### config.mk
export PLATFORM = sky130hd
export DESIGN_NAME = idle_resolver
export DESIGN_NICKNAME = d
export VERILOG_FILES = /design/src/rtl/idle_pkg.sv /design/src/rtl/idle_thread_slot.sv /design/src/rtl/idle_pkg_resolve.sv /design/src/rtl/idle_resolver.sv
export SDC_FILE = /design/constraint.sdc
export NUM_CORES = 1
export LEC_CHECK = 0
export ABC_CLOCK_PERIOD_IN_PS = 950
export BUFFER_PORTS_ARGS = -buffer_cell sky130_fd_sc_hd__buf_2
export CORE_MARGIN = 5
export CORE_UTILIZATION = 48
export CTS_CLUSTER_DIAMETER = 50
export DETAILED_ROUTE_END_ITERATION = 7
export PLACE_DENSITY = 0.84
export SLEW_MARGIN = 20
export SYNTH_ARGS = -nofsm -noshare
export SYNTH_HDL_FRONTEND = slang
export SYNTH_SLANG_ARGS = --single-unit
### constraint.sdc
create_clock -name clk -period 0.95 [get_ports clk]
set_input_delay 0.1425 -clock clk [delete_from_list [all_inputs] [get_ports clk]]
set_output_delay 0.1425 -clock clk [all_outputs]
set_load 0.005 [all_outputs]
### src/rtl/idle_pkg.sv
package idle_pkg;
  localparam int ST_W = 3;

  localparam logic [ST_W-1:0] TS_C0 = 3'd0;
  localparam logic [ST_W-1:0] TS_C1 = 3'd1;
  localparam logic [ST_W-1:0] TS_C2 = 3'd2;
  localparam logic [ST_W-1:0] TS_C4 = 3'd4;
  localparam logic [ST_W-1:0] TS_C6 = 3'd6;

  localparam logic [ST_W-1:0] PK_C0 = 3'd0;
  localparam logic [ST_W-1:0] PK_C2 = 3'd2;
  localparam logic [ST_W-1:0] PK_C4 = 3'd4;
  localparam logic [ST_W-1:0] PK_C5 = 3'd5;
  localparam logic [ST_W-1:0] PK_C6 = 3'd6;

  // Hint to thread state; a C3 hint lands on TC4.
  function automatic logic [ST_W-1:0] hint_to_state(input logic [ST_W-1:0] h);
    logic [ST_W-1:0] s;
    case (h)
      3'd0:                s = TS_C0;
      3'd1:                s = TS_C1;
      3'd2:                s = TS_C2;
      3'd3, 3'd4, 3'd5:    s = TS_C4;
      default:             s = TS_C6;
    endcase
    return s;
  endfunction
endpackage

### src/rtl/idle_thread_slot.sv
module idle_thread_slot
  import idle_pkg::*;
#(
  parameter int LVL_W = 2,
  localparam int CFG_W = (1 << LVL_W) * ST_W
) (
  input  logic             clk,
  input  logic             rst_n,
  input  logic             req_vld,
  input  logic             req_is_lvl,
  input  logic [ST_W-1:0]  req_hint,
  input  logic [LVL_W-1:0] req_lvl,
  input  logic [CFG_W-1:0] cfg_hints,
  input  logic             brk,
  output logic [ST_W-1:0]  st_q,
  output logic [ST_W-1:0]  st_d
);
  logic [ST_W-1:0] eff_hint;
  logic            ld_en;

  always_comb begin
    eff_hint = req_is_lvl ? cfg_hints[int'(req_lvl)*ST_W +: ST_W] : req_hint;
    ld_en    = brk | req_vld;
    st_d     = st_q;
    if (brk)
      st_d = TS_C0;
    else if (req_vld)
      st_d = hint_to_state(eff_hint);
  end

  always_ff @(posedge clk or negedge rst_n) begin
    if (!rst_n)
      st_q <= TS_C0;
    else if (ld_en)
      st_q <= st_d;
  end


  brk_to_tc0_chk: assert property (@(posedge clk) disable iff (!rst_n)
    brk |=> (st_q == TS_C0));


  idle_hold_chk: assert property (@(posedge clk) disable iff (!rst_n)
    (!brk && !req_vld) |=> $stable(st_q));


  legal_state_chk: assert property (@(posedge clk) disable iff (!rst_n)
    (st_q == TS_C0) || (st_q == TS_C1) || (st_q == TS_C2) ||
    (st_q == TS_C4) || (st_q == TS_C6));
endmodule

### src/rtl/idle_pkg_resolve.sv
module idle_pkg_resolve
  import idle_pkg::*;
#(
  parameter int NTHR   = 2,
  parameter int WAYS_W = 4
) (
  input  logic [NTHR*ST_W-1:0] st_vec,
  input  logic [WAYS_W-1:0]    l2_ways,
  input  logic                 edeep_en,
  input  logic                 dcs_en,
  output logic [ST_W-1:0]      pkg_d
);
  logic [ST_W-1:0] shallow;
  logic            l2_empty;
  logic            edeep_ok;

  always_comb begin
    shallow = 3'd7;
    for (int i = 0; i < NTHR; i++) begin
      if (st_vec[i*ST_W +: ST_W] < shallow)
        shallow = st_vec[i*ST_W +: ST_W];
    end
    l2_empty = (l2_ways == '0);
    edeep_ok = edeep_en & dcs_en;
    case (shallow)
      TS_C4:   pkg_d = (l2_empty && edeep_ok) ? PK_C5 : PK_C4;
      TS_C6:   pkg_d = l2_empty ? PK_C6 : PK_C4;
      default: pkg_d = shallow;
    endcase
  end
endmodule

### src/rtl/idle_resolver.sv
module idle_resolver
  import idle_pkg::*;
#(
  parameter int NTHR   = 2,
  parameter int WAYS_W = 4,
  parameter int LVL_W  = 2,
  localparam int CFG_W = (1 << LVL_W) * 3
) (
  input  logic                  clk,
  input  logic                  rst_n,
  input  logic [NTHR-1:0]       req_vld,
  input  logic [NTHR-1:0]       req_is_lvl,
  input  logic [NTHR*3-1:0]     req_hint,
  input  logic [NTHR*LVL_W-1:0] req_lvl,
  input  logic [NTHR-1:0]       brk,
  input  logic [CFG_W-1:0]      cfg_lvl_hint,
  input  logic [WAYS_W-1:0]     l2_ways,
  input  logic                  dcs_en,
  input  logic                  edeep_en,
  input  logic                  stpclk_req,
  output logic [NTHR*3-1:0]     thr_state,
  output logic [2:0]            pkg_state,
  output logic                  sg_ack_ok
);
  logic [1:0]           rs_q;
  logic                 rst_int_n;
  logic [NTHR*ST_W-1:0] st_next;
  logic [ST_W-1:0]      pkg_d;
  logic                 ack_d;
  logic                 out_en;

  // Reset asserts at once, releases after two clock edges.
  always_ff @(posedge clk or negedge rst_n) begin
    if (!rst_n)
      rs_q <= 2'b00;
    else
      rs_q <= {rs_q[0], 1'b1};
  end
  assign rst_int_n = rs_q[1];

  for (genvar t = 0; t < NTHR; t++) begin : g_thr
    idle_thread_slot #(.LVL_W(LVL_W)) u_slot (
      .clk        (clk),
      .rst_n      (rst_int_n),
      .req_vld    (req_vld[t]),
      .req_is_lvl (req_is_lvl[t]),
      .req_hint   (req_hint[t*3 +: 3]),
      .req_lvl    (req_lvl[t*LVL_W +: LVL_W]),
      .cfg_hints  (cfg_lvl_hint),
      .brk        (brk[t]),
      .st_q       (thr_state[t*3 +: 3]),
      .st_d       (st_next[t*ST_W +: ST_W])
    );
  end

  idle_pkg_resolve #(.NTHR(NTHR), .WAYS_W(WAYS_W)) u_res (
    .st_vec   (st_next),
    .l2_ways  (l2_ways),
    .edeep_en (edeep_en),
    .dcs_en   (dcs_en),
    .pkg_d    (pkg_d)
  );

  always_comb begin
    ack_d  = (pkg_d >= PK_C2) && stpclk_req;
    out_en = 1'b1;
  end

  always_ff @(posedge clk or negedge rst_int_n) begin
    if (!rst_int_n) begin
      pkg_state <= PK_C0;
      sg_ack_ok <= 1'b0;
    end else if (out_en) begin
      pkg_state <= pkg_d;
      sg_ack_ok <= ack_d;
    end
  end

  for (genvar t = 0; t < NTHR; t++) begin : g_chk

    tc0_forces_c0_chk: assert property (@(posedge clk) disable iff (!rst_int_n)
      (thr_state[t*3 +: 3] == TS_C0) |-> (pkg_state == PK_C0));

    c6_needs_all_tc6_chk: assert property (@(posedge clk) disable iff (!rst_int_n)
      (pkg_state == PK_C6) |-> (thr_state[t*3 +: 3] == TS_C6));
  end


  c6_needs_empty_l2_chk: assert property (@(posedge clk) disable iff (!rst_int_n)
    (pkg_state == PK_C6) |-> ($past(l2_ways) == '0));


  c5_needs_enables_chk: assert property (@(posedge clk) disable iff (!rst_int_n)
    (pkg_state == PK_C5) |-> $past(edeep_en && dcs_en && (l2_ways == '0)));


  ack_needs_stpclk_chk: assert property (@(posedge clk) disable iff (!rst_int_n)
    sg_ack_ok |-> ($past(stpclk_req) && (pkg_state >= PK_C2)));
endmodule

==> results of run 1 <==
-- worst min path at each step --
stage	to	slack [ps]	from	cells after the start
2_1_floorplan	rs_q[0]	-150	rst_n	0
3_3_place_gp	rs_q[0]	-70	rst_n	1
3_5_place_dp	rs_q[0]	-70	rst_n	1
4_1_cts	sg_ack_ok	70	stpclk_req	3
5_1_grt	rs_q[1]	200	rst_n	2
6_report	sg_ack_ok	170	stpclk_req	3
-- Yosys cell counts, drive strengths merged (3+ instances only) --
cell / n / area, um^2
o22ai: 3 / 18.8
nor2: 7 / 26.3
a311oi: 3 / 26.3
nand2: 7 / 26.3
nor2b: 3 / 18.8
nand2b: 6 / 37.5
mux2i: 12 / 120
ha: 3 / 37.5
dfrtp: 12 / 300
a21oi: 4 / 23.8
inv: 10 / 37.5
-- area by class of cell --
type                            count  area share
Multi-Input combinational cell     73       0.464
Timing Repair Buffer               73       0.301
Sequential cell                    12       0.179
Inverter                           10      0.0239
Tap cell                           25      0.0186
Clock buffer                        3      0.0134
-- cells by family (layout without fill, tap and decap cells) --
family                     count (synthesis)  count (layout)  share of synthesized area
muxes                                     12              12                      0.132
buffers and inverters                     13              86                     0.0701
other                                      1               1                    0.00412
DFF                                       12              12                      0.330
AOI/OAI and AO/OA                         26              26                      0.245
and+or+nand+nor                           31              31                      0.179
adders and majority gates                  3               3                     0.0412
-- flip-flops by register name, summed over array words and instances (netlist names) --
register / count
g_thr.u_slot.st_q: 6
rs_q: 2
pkg_state: 3
sg_ack_ok: 1
-- through the flow --
step | cell area (um^2) | util | hold WS [ps] | std cells
3_5_place_dp | 1300 | 0.735 | -71.3 | 184
2_1_floorplan | 930 | - | -153 | 98
4_1_cts | 1590 | 0.901 | 65.9 | 201
3_3_place_gp | 1300 | 0.735 | -73.2 | 184
5_1_grt | 1680 | 0.951 | 196 | 196
6_report | 1680 | 0.951 | 175 | 196
-- worst max-delay path, delay by kind of cell --
kind,cells,cell delay [ps]
AO/OA/AOI/OAI,6,1410
adder cells (fa/ha/maj),1,340
buffers and inverters,3,340
multiplexers,1,150
-- power by group through the flow --
stage                     Clock [mW]  Sequential, mW  Combinational [mW]
after floorplan                    0           0.576               0.245
after global placement             0           0.573               0.454
after detailed placement           0           0.575               0.480
after CTS                      0.311           0.565               0.685
after global routing           0.345           0.575               0.873
final                          0.331           0.571               0.840
-- layer usage --
layer	global-route usage	up-vias	part of all wire
li1	-	510	-
met1	0.324	620	0.33
met2	0.531	155	0.47
met3	0.0748	54	0.11
met4	0.213	0	0.088
met5	0	-	0
-- repair_timing --
action,in CTS,in global routing
pin swaps,16,14
hold endpoints to repair,2,0
hold buffers,1,0
buffers inserted,15,6
endpoints found under the setup margin,10,14
gates resized for setup,40,29
==> run summary, run 1 <==
Sw Pwr: 654 uW
Synthesis Warnings: 0
Seq/Total Area, Yosys: 0.330
Skew-Pair Late Insertion Delay: 290 ps
Post-synth EDFFs: 0
Commonest non-fill, non-tap cell in the layout: buf_2
Num CTS Buffers: 3
Worst-Margin Slew: 491 ps
Max cap viols: 0
Clk slew on worst S/H paths: 70 ps
Layout Nets: 213
Main flop type after synthesis: dfrtp_1
CTS root buf: clkbuf_4
Placer Congestion: 0.922
Multi-input gate area: 778 um^2
Mean Syn Cell Area: 9.29 um^2
Combinational share of power: 0.482
Setup Skew: 1.71 ps
Part of the power in registers: 0.328
Post-synthesis register bit count: 12
Layout area overhead: 84.2%
Fillers: 45
Total number of vias: 1339
CP max stage cell: ha_1
CP startpoint: req_lvl[2]
RSZ-0062 raised after global routing: yes
Crit-path max FO: 6
Crit end category: register
CTS tree: built
1st-iter DRT viols: 84
Synth Net Count: 138
Setup_tns: -5510 ps
I/O pins: 47
Largest net degree at the start of global routing: 11
Max incr delay on CP: 340 ps
Initial antenna violation count: 0
Yosys cell types: 36
Worst Path Arrival: 2380 ps
Maximum clock path buffer count: 2
Gr usage total: 0.306
Register area: 300 um^2
# setup viols final: 15
Hold Vio Cnt, Final: 0
Crit path launch type: primary input
CTS sink count: 12
First-pass GRT wire length: 6220 um
Crit Reg-Reg Startpoint: g_thr[0].u_slot.st_q[2]
Antenna-violating nets left: 0
CP Capture Point: pkg_state[0]
Die ar.: 0.00287 mm^2
Synthesized area: 911 um^2
First-pass DRT Iterations: 4
Status: finished with violations
HP Class: in -> reg
Routed len/inst: 28.2 um
Final Max Tran Viols: 0
Sw frac: 0.376
Final worst path period share: 2.33
Most frequent cells in the layout: buf_2, buf_4, dfrtp_1
Static Leak: 0.808 nW
Number of global-route vias before repair: 1323
Site Rows: 15
Peak VDD IR: 1280 uV
H-Tree Depth: 1
Internal Power: 1.09 mW
Failing checks: negative setup slack
Chip Height: 53.6 um
Slew HR: 0.670
Worst setup margin: -1260 ps
Share of layout cells above drive strength 1: 0.661
Number of diodes: 0
Residual DRC: 0
Die extent in x: 53.6 um
WL final: 5530 um
Grt total ovfl: 0
Power Density: 1040 mW/mm^2
Critical Path RT: 1120 ps
Final Power: 1.74 mW
Core area: 0.00176 mm^2
Clock Power Share: 0.190
Port buffer count: 46
Reg2reg setup slack: -1110 ps
CP cell instances: buf_12 > mux2i_1 > o22a_1 > buf_6 > a211oi_4 > o32ai_4 > ha_1 > inv_1 > o21ai_2 > o311ai_4 > a31o_1
Cells after synthesis: 98
Fmax: 0.452 GHz
Post-DR vias/cell: 6.83
Starting Density: 0.516
Setup WS pre-CTS: -1430 ps
Final min period: 2210 ps
Reg2Reg Depth: 8
FF-to-FF End: pkg_state[0]
Detailed placer's ending HPWL: 2220 um
Critical path type: in -> reg
Post-synth ARST share: 1.00
No activity file was read; power rests on OpenSTA's default activity.
==> run 2, diff against run 1 <==
--- a/config.mk
+++ b/config.mk
@@ -10,8 +10,10 @@
 export CORE_MARGIN = 5
 export CORE_UTILIZATION = 48
 export CTS_CLUSTER_DIAMETER = 50
+export CTS_CLUSTER_SIZE = 16
 export DETAILED_ROUTE_END_ITERATION = 7
-export PLACE_DENSITY = 0.84
+export PLACE_DENSITY = 0.95
+export SKIP_LAST_GASP = 1
 export SLEW_MARGIN = 20
 export SYNTH_ARGS = -nofsm -noshare
 export SYNTH_HDL_FRONTEND = slang
==> run summary, run 2 (synthesis results as in run 1) <==
RSZ-0062 raised after global routing: yes
Worst-Margin Slew: 535 ps (+43.8 ps)
Crit end category: register
Number of global-route vias before repair: 1367 (+3.3%)
Largest Register: g_thr.u_slot.st_q
Most frequent cells in the layout: buf_2, buf_4, dfrtp_1
Gr usage total: 0.335 (+0.0290)
Chip Height: 53.6 um (unchanged)
CP cell instances: buf_12 > mux2i_1 > o22a_1 > and2_1 > o211ai_1 > o21ai_1 > nor2_1 > ha_2 > buf_6 > o21ai_4 > o311ai_4 > a31o_1
Sw Pwr: 627 uW (-4.2%)
Layout area overhead: 82.8%
Final hold slack: 160 ps (-14.9 ps)
Site Rows: 15 (unchanged)
Worst setup margin: -1440 ps (-184 ps)
Part of the power in registers: 0.318 (-0.010)
Clk slew on worst S/H paths: 90 ps (+20 ps)
1st-iter DRT viols: 105 (+25%)
Maximum clock path buffer count: 2 (unchanged)
Total number of vias: 1336 (-0.22%)
Post-DR vias/cell: 6.58 (-3.7%)
Slew HR: 0.641 (-0.0286)
Layout Nets: 218 (+2.3%)
Die ar.: 0.00287 mm^2 (unchanged)
Critical path type: in -> reg
Internal Power: 1.17 mW (+7.7%)
Final worst path period share: 2.52 (+0.193)
Setup Skew: 12.6 ps (+10.9 ps)
I/O pins: 47 (unchanged)
Family with the most delay on the worst path: compound AO/OA/AOI/OAI gates
Max FFs per register: 6 (unchanged)
HP Class: reg -> async
Static Leak: 0.829 nW (+2.6%)
Initial antenna violation count: 1 (+1)
Hold Vio Cnt, Final: 0 (unchanged)
Placer Congestion: 0.920 (-0.25%)
CTS sink count: 12 (unchanged)
Sw frac: 0.349 (-0.0271)
Die extent in x: 53.6 um (unchanged)
Clock Power Share: 0.231 (+0.041)
CTS root buf: clkbuf_4
Grt total ovfl: 0 (unchanged)
Combinational share of power: 0.451 (-0.031)
Failing checks: negative setup slack
Starting Density: 0.516 (unchanged)
Crit path launch type: primary input
Residual DRC: 0 (unchanged)
Skew-Pair Late Insertion Delay: 280 ps (about the same)
Critical Path RT: 1120 ps (about the same)
Setup WS pre-CTS: -1480 ps (-48.9 ps)
# setup viols final: 13 (-2)
Power Density: 1080 mW/mm^2 (+4.0%)
Routed len/inst: 26.4 um (-6.2%)
First-pass GRT wire length: 6610 um (+6.3%)
Status: finished with violations
Largest net degree at the start of global routing: 11 (unchanged)
CTS tree: built
Worst Path Arrival: 2570 ps (+190 ps)
Peak VDD IR: 1260 uV (-1.7%)
Antenna-violating nets left: 0 (unchanged)
Num CTS Buffers: 3 (unchanged)
Final min period: 2390 ps (+184 ps)
WL final: 5370 um (-2.9%)
Share of layout cells above drive strength 1: 0.633 (-0.0281)
Final Max Tran Viols: 0 (unchanged)
CP bufs+invs: 2 (-1)
Fmax: 0.418 GHz (-7.7%)
Detailed placer's ending HPWL: 2390 um (+7.9%)
Commonest non-fill, non-tap cell in the layout: buf_2
CP max stage cell: ha_2
Crit-path max FO: 6 (unchanged)
H-Tree Depth: 1 (unchanged)
Core area: 0.00176 mm^2 (unchanged)
Max cap viols: 0 (unchanged)
First-pass DRT Iterations: 5 (+1)
Largest regs: g_thr.u_slot.st_q x6, pkg_state x3, rs_q x2
Max incr delay on CP: 380 ps (+40 ps)
Port buffer count: 46 (unchanged)
run 2: changes by cell type in the layout (fill, tap and decap cells not counted), moves of 2 or more:
cell / delta
nor2_2: -2
mux2i_1: +2
inv_2: +2
o21ai_2: -2
mux2i_2: -2
ha_4: -2
buf_4: +5
nor2_1: +2
run 2: final timing paths:
| path | from | end | slack, ps | cells past startpoint |
|---|---|---|---|---|
| setup reg to reg | g_thr[0].u_slot.st_q[2] | sg_ack_ok | -1220 | 8 |
| min in group clk | req_vld[0] | g_thr[0].u_slot.st_q[2] | 170 | 2 |
| max in group asynchronous | rs_q[1] | g_thr[1].u_slot.st_q[1] | 480 | 0 |
| hold reg to reg | rs_q[1] | pkg_state[0] | 160 | 0 |
| setup / recovery | req_lvl[2] | pkg_state[0] | -1440 | 12 |
| hold / removal | rs_q[1] | pkg_state[0] | 160 | 0 |
run 2: power by group through the flow:
stage	Sequential, mW	Clock, mW	Combinational (mW)
after floorplan	0.576	0	0.245
after global placement	0.574	0	0.470
after detailed placement	0.575	0	0.501
after CTS	0.566	0.411	0.643
after global routing	0.576	0.444	0.839
final	0.572	0.415	0.812
run 2: layout make-up:
cell class / count / area [um^2]
clock buffers: 4 / 36.3
fillers: 55 / 98.8
inverters: 10 / 37.5
diodes: 1 / 2.50
multi-input cells: 73 / 704
flip-flops and latches: 12 / 300
well taps: 25 / 31.3
repair buffers: 78 / 553
run 2: per-layer routing:
layer | part of all wire | up-vias | track usage
met1 | 0.30 | 616 | 0.322
met4 | 0.11 | 0 | 0.247
met5 | 0 | - | 0
met2 | 0.47 | 143 | 0.594
met3 | 0.12 | 60 | 0.108
li1 | - | 517 | -
run 2: repair_timing:
action	in CTS	in global routing
setup endpoints to repair	11	18
pin swaps	16	13
buffers inserted	7	6
hold buffers	1	0
hold endpoints to repair	2	0
resized for setup	32	18
run 2: stage by stage:
stage,area [um^2],utilization,std cells,power (mW),TNS [ps]
3_3_place_gp,1330,0.756,189,1.04,-6480
6_report,1670,0.944,203,1.80,-6500
5_1_grt,1670,0.944,203,1.86,-6820
2_1_floorplan,930,-,98,0.821,-4550
4_1_cts,1560,0.886,199,1.62,-4080
3_5_place_dp,1330,0.756,189,1.08,-7610
==> run 3, diff against run 2 <==
--- a/config.mk
+++ b/config.mk
@@ -7,7 +7,7 @@
 export LEC_CHECK = 0
 export ABC_CLOCK_PERIOD_IN_PS = 950
 export BUFFER_PORTS_ARGS = -buffer_cell sky130_fd_sc_hd__buf_2
-export CORE_MARGIN = 5
+export CORE_MARGIN = 3
 export CORE_UTILIZATION = 48
 export CTS_CLUSTER_DIAMETER = 50
 export CTS_CLUSTER_SIZE = 16
==> run summary, run 3 <==
Status: did not finish
Halt Stage: global routing (5_1_grt)
First Err: [ERROR GRT-0232] Routing congestion too high. Check the congestion heatmap in the GUI.
Detailed placer's ending HPWL: 2450 um (+2.3%)
Die extent in x: 49.6 um (-7.5%)
Post-synth EDFFs: 0 (unchanged)
Seq/Total Area, Yosys: 0.330 (unchanged)
H-Tree Depth: 1 (unchanged)
Synthesized area: 911 um^2 (unchanged)
Port buffer count: 46 (unchanged)
Worst_ep grt: pkg_state[0]$_DFF_PN0_/D
Synth Net Count: 138 (unchanged)
Gr usage total: 0.746
Synthesis Warnings: 0 (unchanged)
Synth top area share: 0.330 (unchanged)
Starting Density: 0.516 (unchanged)
Main flop type after synthesis: dfrtp_1
Top cells by count, synth: dfrtp_1, mux2i_1, inv_1
Num CTS Buffers: 3 (unchanged)
I/O pins: 47 (unchanged)
Cells after synthesis: 98 (unchanged)
CTS sink count: 12 (unchanged)
Most area-hungry cell type in the Yosys netlist: dfrtp_1
Area contributors post-synth: dfrtp_1, mux2i_1, ha_1
Largest net degree at the start of global routing: 11
Maximum clock path buffer count: 2 (unchanged)
Chip Height: 49.6 um (-7.5%)
Yosys cell types: 36 (unchanged)
Post-synth ARST share: 1.00 (unchanged)
Dpl cells: 189 (unchanged)
Post-synthesis register bit count: 12 (unchanged)
CTS root buf: clkbuf_4
Worst End Pin Type: sequential cell input
Site Rows: 15 (unchanged)
Placer Congestion: 0.874 (-5.0%)
Initial antenna violation count: 2
Grt total ovfl: 56
Mean Syn Cell Area: 9.29 um^2 (unchanged)
[run 3: stage by stage]
step	hold slack, ps	worst slack, ps	TNS [ps]	cell area [um^2]	utilization
after floorplan	-153	-1140	-4550	930	-
after global placement	-72.9	-1270	-6530	1330	0.756
after detailed placement	-71.6	-1640	-8470	1330	0.756
after CTS	63.7	-1030	-4710	1630	0.923
[run 3: cell families after synthesis]
logic type	share of synthesized area
simple gates	0.179
compound gates	0.245
buf+inv	0.0701
mux	0.132
flops	0.330
fa+ha+maj	0.0412
other cells	0.00412
[run 3: repair_timing]
item | 4_1_cts
pin swaps | 18
gates resized for setup | 38
hold buffers | 1
buffers inserted | 10
endpoints found under the setup margin | 13
hold endpoints to repair | 2
[run 3: metal layers]
layer,GRT overflow,GRT usage
met4,17,0.848
met2,39,0.958
met1,0,0.692
met3,0,0.568
met5,0,0
==> run 4, diff against run 3 <==
--- a/config.mk
+++ b/config.mk
@@ -7,12 +7,10 @@
 export LEC_CHECK = 0
 export ABC_CLOCK_PERIOD_IN_PS = 950
 export BUFFER_PORTS_ARGS = -buffer_cell sky130_fd_sc_hd__buf_2
-export CORE_MARGIN = 3
-export CORE_UTILIZATION = 48
-export CTS_CLUSTER_DIAMETER = 50
-export CTS_CLUSTER_SIZE = 16
+export CORE_AREA = 3 3 64 66
 export DETAILED_ROUTE_END_ITERATION = 7
-export PLACE_DENSITY = 0.95
+export DIE_AREA = 0 0 67 69
+export PLACE_DENSITY_LB_ADDON = 0.15
 export SKIP_LAST_GASP = 1
 export SLEW_MARGIN = 20
 export SYNTH_ARGS = -nofsm -noshare
==> run summary, run 4 (synthesis results as in run 1) <==
Worst setup margin: -1040 ps
Commonest non-fill, non-tap cell in the layout: buf_2
Core area: 0.00363 mm^2
Fmax: 0.502 GHz
Detailed placer's ending HPWL: 2150 um (-12%)
Reg2reg setup slack: -920 ps
Critical Path RT: 1080 ps
Post-DR vias/cell: 4.64
Status: finished with violations
Die extent in x: 67 um (+35%)
CTS root buf: clkbuf_8
Placer Congestion: 0.720 (-18%)
Final min period: 1990 ps
Largest regs: g_thr.u_slot.st_q x6, pkg_state x3, rs_q x2
Antenna-violating nets left: 0
Clk slew on worst S/H paths: 50 ps
Starting Density: 0.251 (-0.266)
Placed cell areas: 0.00137 mm^2 (+2.7%)
Largest net degree at the start of global routing: 11
Static Leak: 0.830 nW
# setup viols final: 13
Setup Skew: 4.31 ps
Maximum clock path buffer count: 2 (unchanged)
Initial antenna violation count: 0
Gr usage total: 0.131
I/O pins: 47 (unchanged)
Worst hold stages: 3
Num CTS Buffers: 3 (unchanged)
Final worst path period share: 2.10
RSZ-0062 raised after global routing: yes
Design Area, Final: 0.00172 mm^2
Dpl cells: 213 (+13%)
H-Tree Depth: 1 (unchanged)
Critical path type: in -> reg
Crit end category: register
Grt total ovfl: 0
Crit-path max FO: 6
Max FFs per register: 6
Reg2Reg Depth: 9
Share of layout cells above drive strength 1: 0.642
Final Power: 1.83 mW
Max cap viols: 0
Routed len/inst: 13.1 um
Final hold slack: 119 ps
Site Rows: 22 (+7)
HP Class: in -> reg
CTS tree: built
Non-filler instance count after layout: 224
First-pass GRT wire length: 4700 um
Peak VDD IR: 776 uV
Most frequent cells in the layout: buf_2, buf_4, mux2i_1, dfrtp_1, buf_6
WL final: 2940 um
Worst Path Arrival: 2120 ps
Number of diodes: 0
Port buffer count: 46 (unchanged)
Die ar.: 0.00462 mm^2
Chip Height: 69 um (+39%)
First-pass DRT Iterations: 4
Setup_tns: -4700 ps
Number of global-route vias before repair: 1128
Power Density: 1070 mW/mm^2
Crit path launch type: primary input
Residual DRC: 0
Skew-Pair Late Insertion Delay: 240 ps
CTS sink count: 12 (unchanged)
Final Util: 0.474
Setup WS pre-CTS: -1410 ps (+230 ps)
Layout Nets: 217
Failing checks: negative setup slack
1st-iter DRT viols: 11
Largest Register: g_thr.u_slot.st_q
Layout area overhead: 89.0%
Total number of vias: 1040
Final Max Tran Viols: 0
Hold Vio Cnt, Final: 0
## run 4: path summary, 6_finish.rpt
kind | startpoint | to
worst min register to register | rs_q[1] | pkg_state[1]
max in group asynchronous | rs_q[1] | g_thr[0].u_slot.st_q[2]
worst min-delay path | stpclk_req | sg_ack_ok
worst max-delay path | req_lvl[2] | pkg_state[0]
worst max register to register | g_thr[0].u_slot.st_q[2] | sg_ack_ok
min in group asynchronous | rs_q[1] | pkg_state[1]
## run 4: what timing repair did
| action | 4_1_cts | 5_1_grt |
|---|---|---|
| pin swaps | 15 | 10 |
| hold buffers | 1 | 0 |
| gates resized for setup | 42 | 10 |
| setup endpoints to repair | 13 | 13 |
| setup buffers | 8 | 5 |
| endpoints found under the hold margin | 2 | 0 |
## run 4: worst max-delay path, cell delays in order
cell and delay (ps):
buf_12 110, mux2i_1 110, o22a_1 220, and2_1 170, o211ai_1 160, o21ai_1 120, nor2_2 170, ha_4 230
buf_4 150, o21ai_4 170, o311ai_4 150, a31o_1 220
## run 4: layout make-up
cell class / instances / area, um^2
tap: 48 / 60.1
timing repair buffer: 77 / 536
multi-input combinational: 73 / 731
inverter: 10 / 40.0
sequential: 12 / 300
clock buffer: 4 / 55.1
fill: 361 / 1910
## run 4: layer usage
layer | GRT usage | part of all wire
met4 | 0.0541 | 0.015
met1 | 0.139 | 0.39
met3 | 0.0195 | 0.066
met2 | 0.247 | 0.53
met5 | 0 | 0
## run 4: power breakdown
part / switching (mW) / internal, mW / total [mW]
logic: 0.328 / 0.385 / 0.712
registers: 0.0236 / 0.546 / 0.569
clock network: 0.187 / 0.366 / 0.553
total: 0.538 / 1.30 / 1.83
